$ cat config.mk
export PLATFORM = sky130hd
export DESIGN_NAME = rtc_update_ctrl
export DESIGN_NICKNAME = d
export VERILOG_FILES = /design/src/rtl/rtc_upd_pkg.sv /design/src/rtl/rtc_lead_timer.sv /design/src/rtl/rtc_tod_step.sv /design/src/rtl/rtc_alarm_cmp.sv /design/src/rtl/rtc_update_ctrl.sv
export SDC_FILE = /design/constraint.sdc
export NUM_CORES = 1
export LEC_CHECK = 0
export BUFFER_PORTS_ARGS = -buffer_cell sky130_fd_sc_hd__buf_4
export CORE_MARGIN = 4
export CORE_UTILIZATION = 45
export CTS_CLUSTER_SIZE = 20
export DETAILED_ROUTE_END_ITERATION = 12
export PLACE_DENSITY = 0.62
export SLEW_MARGIN = 10
export SYNTH_ARGS = -nofsm -noshare
export SYNTH_HDL_FRONTEND = slang
export SYNTH_SLANG_ARGS = --single-unit
$ cat constraint.sdc
create_clock -name clk_i -period 2.9 [get_ports clk_i]
set_clock_uncertainty 0.2 [all_clocks]
set_input_delay 0.29 -clock clk_i [delete_from_list [all_inputs] [get_ports clk_i]]
set_output_delay 0.29 -clock clk_i [all_outputs]
set_load 0.05 [all_outputs]
$ cat src/rtl/rtc_upd_pkg.sv
package rtc_upd_pkg;
  localparam int BYTE_W     = 8;
  localparam int NUM_TIME   = 3;
  localparam int NUM_FIELDS = 2 * NUM_TIME;
  localparam int SEL_W      = 3;

  typedef logic [BYTE_W-1:0] byte_t;

  typedef enum logic [SEL_W-1:0] {
    F_SEC  = 3'd0,
    F_MIN  = 3'd1,
    F_HR   = 3'd2,
    F_ASEC = 3'd3,
    F_AMIN = 3'd4,
    F_AHR  = 3'd5
  } field_e;

  localparam logic [1:0] WILD_TAG = 2'b11;
endpackage

$ cat src/rtl/rtc_lead_timer.sv
module rtc_lead_timer #(
  parameter int LEAD_TICKS = 8
) (
  input  logic clk_i,
  input  logic rst_ni,
  input  logic tick_i,
  input  logic lead_i,
  output logic busy_o,
  output logic upd_o
);
  localparam int CNT_W = (LEAD_TICKS > 1) ? $clog2(LEAD_TICKS) : 1;
  localparam logic [CNT_W-1:0] LAST_CNT = CNT_W'(LEAD_TICKS - 1);

  logic             busy_q;
  logic [CNT_W-1:0] cnt_q;

  assign busy_o = busy_q;
  assign upd_o  = busy_q && lead_i && (cnt_q == LAST_CNT);

  always_ff @(posedge clk_i or negedge rst_ni) begin
    if (!rst_ni) begin
      busy_q <= 1'b0;
      cnt_q  <= '0;
    end else if (!busy_q) begin
      if (tick_i) begin
        busy_q <= 1'b1;
        cnt_q  <= '0;
      end
    end else if (lead_i) begin
      if (upd_o) busy_q <= 1'b0;
      else       cnt_q  <= cnt_q + 1'b1;
    end
  end
endmodule

$ cat src/rtl/rtc_tod_step.sv
module rtc_tod_step
  import rtc_upd_pkg::*;
#(
  parameter logic [NUM_TIME-1:0][BYTE_W-1:0] LAST = {8'd23, 8'd59, 8'd59}
) (
  input  logic [NUM_TIME-1:0][BYTE_W-1:0] cur_i,
  output logic [NUM_TIME-1:0][BYTE_W-1:0] nxt_o
);
  logic [NUM_TIME-1:0] carry;
  logic [NUM_TIME-1:0] wrap;

  assign carry[0] = 1'b1;

  for (genvar i = 0; i < NUM_TIME; i++) begin : g_digit
    // out-of-range values also wrap
    assign wrap[i]  = (cur_i[i] >= LAST[i]);
    assign nxt_o[i] = !carry[i] ? cur_i[i] : (wrap[i] ? '0 : cur_i[i] + 1'b1);
    if (i < NUM_TIME - 1) begin : g_carry
      assign carry[i+1] = carry[i] & wrap[i];
    end
  end
endmodule

$ cat src/rtl/rtc_alarm_cmp.sv
module rtc_alarm_cmp
  import rtc_upd_pkg::*;
(
  input  logic [NUM_TIME-1:0][BYTE_W-1:0] tm_i,
  input  logic [NUM_TIME-1:0][BYTE_W-1:0] alm_i,
  output logic                            match_o
);
  logic [NUM_TIME-1:0] hit;

  for (genvar i = 0; i < NUM_TIME; i++) begin : g_pos
    assign hit[i] = (alm_i[i][BYTE_W-1 -: 2] == WILD_TAG) || (alm_i[i] == tm_i[i]);
  end

  assign match_o = &hit;
endmodule

$ cat src/rtl/rtc_update_ctrl.sv
module rtc_update_ctrl
  import rtc_upd_pkg::*;
#(
  parameter int LEAD_TICKS = 8,
  parameter int SEC_LAST   = 59,
  parameter int MIN_LAST   = 59,
  parameter int HR_LAST    = 23
) (
  input  logic             clk_i,
  input  logic             rst_ni,
  input  logic             tick_1hz_i,
  input  logic             lead_tick_i,
  input  logic             freeze_i,
  input  logic             wr_en_i,
  input  logic [SEL_W-1:0] wr_sel_i,
  input  logic [BYTE_W-1:0] wr_data_i,
  input  logic             flag_rd_i,
  input  logic             uf_en_i,
  input  logic             af_en_i,
  output logic [BYTE_W-1:0] usr_sec_o,
  output logic [BYTE_W-1:0] usr_min_o,
  output logic [BYTE_W-1:0] usr_hr_o,
  output logic [BYTE_W-1:0] usr_alm_sec_o,
  output logic [BYTE_W-1:0] usr_alm_min_o,
  output logic [BYTE_W-1:0] usr_alm_hr_o,
  output logic             uip_o,
  output logic             uf_o,
  output logic             af_o,
  output logic             irq_o
);
  localparam logic [NUM_TIME-1:0][BYTE_W-1:0] LIMITS =
    {BYTE_W'(HR_LAST), BYTE_W'(MIN_LAST), BYTE_W'(SEC_LAST)};

  logic [NUM_FIELDS-1:0][BYTE_W-1:0] int_q, int_d, usr_q, usr_d;
  logic [NUM_TIME-1:0][BYTE_W-1:0]   step_nxt;
  logic upd, busy, match, frz_q, release_w, uf_q, af_q;

  rtc_lead_timer #(.LEAD_TICKS(LEAD_TICKS)) u_lead (
    .clk_i (clk_i),
    .rst_ni(rst_ni),
    .tick_i(tick_1hz_i),
    .lead_i(lead_tick_i),
    .busy_o(busy),
    .upd_o (upd)
  );

  rtc_tod_step #(.LAST(LIMITS)) u_step (
    .cur_i(int_q[NUM_TIME-1:0]),
    .nxt_o(step_nxt)
  );

  rtc_alarm_cmp u_alarm (
    .tm_i   (step_nxt),
    .alm_i  (int_q[NUM_FIELDS-1:NUM_TIME]),
    .match_o(match)
  );

  assign release_w = frz_q && !freeze_i;

  for (genvar f = 0; f < NUM_FIELDS; f++) begin : g_fld
    logic        wr_hit;
    logic [BYTE_W-1:0] adv;
    assign wr_hit = wr_en_i && (wr_sel_i == SEL_W'(f));
    if (f < NUM_TIME) begin : g_time
      assign adv = step_nxt[f];
    end else begin : g_alm
      assign adv = int_q[f];
    end
    // internal copy: direct write, reload on release, then count
    assign int_d[f] = (wr_hit && !freeze_i) ? wr_data_i :
                      release_w             ? usr_q[f]  :
                      upd                   ? adv       : int_q[f];
    // user copy: writes always land, transfer only when not held
    assign usr_d[f] = wr_hit                             ? wr_data_i :
                      (upd && !freeze_i && !release_w)   ? adv       : usr_q[f];
  end

  always_ff @(posedge clk_i or negedge rst_ni) begin
    if (!rst_ni) begin
      int_q <= '0;
      usr_q <= '0;
      frz_q <= 1'b0;
      uf_q  <= 1'b0;
      af_q  <= 1'b0;
    end else begin
      int_q <= int_d;
      usr_q <= usr_d;
      frz_q <= freeze_i;
      if (upd)            uf_q <= 1'b1;
      else if (flag_rd_i) uf_q <= 1'b0;
      if (upd && match)   af_q <= 1'b1;
      else if (flag_rd_i) af_q <= 1'b0;
    end
  end

  assign usr_sec_o     = usr_q[F_SEC];
  assign usr_min_o     = usr_q[F_MIN];
  assign usr_hr_o      = usr_q[F_HR];
  assign usr_alm_sec_o = usr_q[F_ASEC];
  assign usr_alm_min_o = usr_q[F_AMIN];
  assign usr_alm_hr_o  = usr_q[F_AHR];
  assign uip_o         = busy;
  assign uf_o          = uf_q;
  assign af_o          = af_q;
  assign irq_o         = (uf_q && uf_en_i) || (af_q && af_en_i);
endmodule

==> out/results.ini <==
[sta]
fin_tns_setup_ns=0
maxSlewHeadroom=0.590
timing.final.crit_period_ns=2.74
hold_violations=0
fin_crit_sh=0.946
worstMarginPinSlew_ns=0.611
rsz0062_at_grt=no
max_freq_mhz=365
final_max_slew_viol_count=0
timing.hold.ws_ns=0.0431
setup_viol=0

[grt]
grt_pass1_wl_mm=28.9
overflow=0
grt_max_degree=46
grt_use_total=0.253
antenna_found_initial=0
grt_pass1_vias=5097

[worst_setup_path]
worst_ep_arrival_time_ns=2.81
cp.required_ns=2.97
r2r-start=int_q[17]
path_delay_family=compound AO/OA/AOI/OAI gates
cp_slowest_cell=dfrtp_1
cp-start-kind=register
reg2reg_slack_ns=0.16
ff2ff_path_depth=8
crit_start=int_q[17]
regToRegEndpoint=af_o
path_class=reg -> reg
cpPeakStageDelay_ns=0.46
cp_num_buf_inv=0
worstPathCellList=ha_1, a21oi_1, o21ai_2, o31ai_2, or3_1, a2111oi_2, a31oi_1, a311oi_2
end_kind=register
cp_max_fo=6

[logic_synthesis]
synth_top_family_by_area=compound AO/OA/AOI/OAI gates
synthFlopType=dfrtp_1
synth_xor_area_frac=0.0313
ys_warn_count=0
syn_inst=709
syn_nets=734
ys_ff_latch=103
synth_fa_ha_area_frac=0.0107
synth.distinct_cells=63
synth_mux_area_frac=0.0164
synth_simple_gate_area_share=0.206
ys_seq_area_frac=0.439
synth-compound-area-share=0.257
synth-edff-count=0
syn_area_um2=5870
async_reset_ff_frac=1.00
syn_avg_cell_area_um2=8.28

[finish]
drive_above_1_share=0.173
syn_to_final_growth_pct=18.6
antennaDiodeCount=0
nNetsFinal=791
final_cells=943

[floorplanning]
num_rows=41
core_area_um2=12700
initial_core_util=0.463
fp.dieH_um=122
pin_count=72
die_w_um=122
die-area_um2=14900

[job]
maxCapViolCount=0

[detailed_routing]
wl_per_cell_um=19.4
drt_iter0_drc=470
ant_nets=0
met2_length_mm=8.34
post_drt_via_cell_ratio=5.95
drtPass1Iterations=5
drc=0
vias=5613
wl_met3_mm=1.23
topRoutingLayerUsed=met4
wirelength_mm=18.3
wirelength_met1_mm=8.40

[placement]
gp_congestion=0.893
port_buffers=71
dp.cells=924
dp.final_hpwl_mm=12.6

[clock_network]
clk_latency_ns=0.36
post_cts_buffers=0
root_buffer=clkbuf_16
cts_sinks=103
clk_path_buf_depth=2
cts_tree=yes
htree_levels=3
path_clk_slew_ns=0.08
numCtsBuffers=9

[hold_path]
hold_class=in -> reg
hold_path_end=frz_q
hp-start=freeze_i
worstHoldPathCells=1

[power]
total_leakage_power_nw=2.97
power_density_nw_per_um2=1090
ir_drop_v=0.000511

[status]
status=completed

[power by group]
part / internal [mW] / switching [mW]
Sequential: 1.97 / 0.693
Combinational: 1.33 / 2.31
Clock: 0.688 / 0.597
Total: 3.98 / 3.60
[layout by cell type (no fill, tap or decap), types with 3 or more instances in the layout]
master	synthesis	routed
inv_1	6	6
and3_1	8	8
nand3_1	17	17
o21ai_0	59	59
a22o_1	3	3
a21oi_1	61	61
nand4_1	4	4
mux2i_1	4	4
a21boi_0	3	3
a31oi_1	32	32
a32oi_1	5	5
clkbuf_16	0	9
dfrtp_1	103	103
a22oi_1	29	29
and2_1	5	5
nand2_1	128	128
a211oi_1	9	9
mux2_2	5	5
buf_4	0	95
nor2_1	79	79
dlygate4sd3_1	0	3
o21ai_1	5	5
o22ai_1	5	5
nor3_1	10	9
xor2_1	9	9
nand2b_1	3	3
ha_1	5	4
xnor2_1	12	12
[layer usage]
layer / GRT usage / vias to the layer above
li1: - / 2666
met1: 0.372 / 2704
met2: 0.383 / 221
met3: 0.0460 / 22
met4: 0.0714 / 0
met5: 0 / -
[repair_timing]
item,CTS,global route
hold buffers,3,0
setup endpoints to repair,0,1
resized for setup,0,2
hold endpoints to repair,32,0
[worst register-to-register path, cell delays in order, from the launching register on]
cell and delay (ns):
dfrtp_1 0.46, ha_1 0.28, a21oi_1 0.14, o21ai_2 0.33, o31ai_2 0.14, or3_1 0.38
a2111oi_2 0.39, a31oi_1 0.16, a311oi_2 0.20
[metrics by stage]
stage | instance area [um2] | power (mW) | util | worst slack (ns)
4_1_cts | 6950 | 7.57 | 0.549 | 0.147
2_1_floorplan | 5870 | 5.14 | - | 0.354
6_report | 6960 | 7.58 | 0.549 | 0.157
3_5_place_dp | 6620 | 6.27 | 0.522 | 0.197
3_3_place_gp | 6620 | 6.20 | 0.522 | 0.288
5_1_grt | 6960 | 8.08 | 0.549 | 0.0134
[Yosys cell counts, types with 10 or more instances]
| master | n | area share |
|---|---|---|
| nor2_1 | 79 | 0.051 |
| a21oi_1 | 61 | 0.052 |
| clkbuf_1 | 44 | 0.028 |
| o21ai_0 | 59 | 0.050 |
| nor3_1 | 10 | 0.0085 |
| nand3_1 | 17 | 0.014 |
| dfrtp_1 | 103 | 0.44 |
| a31oi_1 | 32 | 0.034 |
| xnor2_1 | 12 | 0.018 |
| a22oi_1 | 29 | 0.037 |
| nand2_1 | 128 | 0.082 |
[flip-flops by register name, indices dropped and copies added (netlist names), 8 cells and up]
register / count
usr_alm_hr_o: 8
int_q: 24
usr_alm_sec_o: 8
g_fld.adv: 24
usr_hr_o: 8
usr_alm_min_o: 8
usr_min_o: 8
usr_sec_o: 8
[cells by family after synthesis]
kind of cell               Yosys count
AOI/OAI and AO/OA                  236
DFF                                103
xor gates and xnor gates            21
adders and majority gates            5
and+or+nand+nor                    276
muxes                                9
buffers and inverters               59
[final cells by class]
type                       instances  area [um2]
clock buffer                      10         229
clock inverter                     6        77.6
fill                            1203        5710
inverter                           6        22.5
multi-input combinational        547        3070
sequential                       103        2580
tap                              172         215
timing repair buffer              99         763
[worst max-delay path by stage]
stage / endpoint / cells past startpoint
detailed placement: af_o / 9
finish: af_o / 8
CTS: af_o / 8
floorplan: af_o / 9
global route: af_o / 8
global placement: af_o / 8
Power figures use the tool's default switching activity.
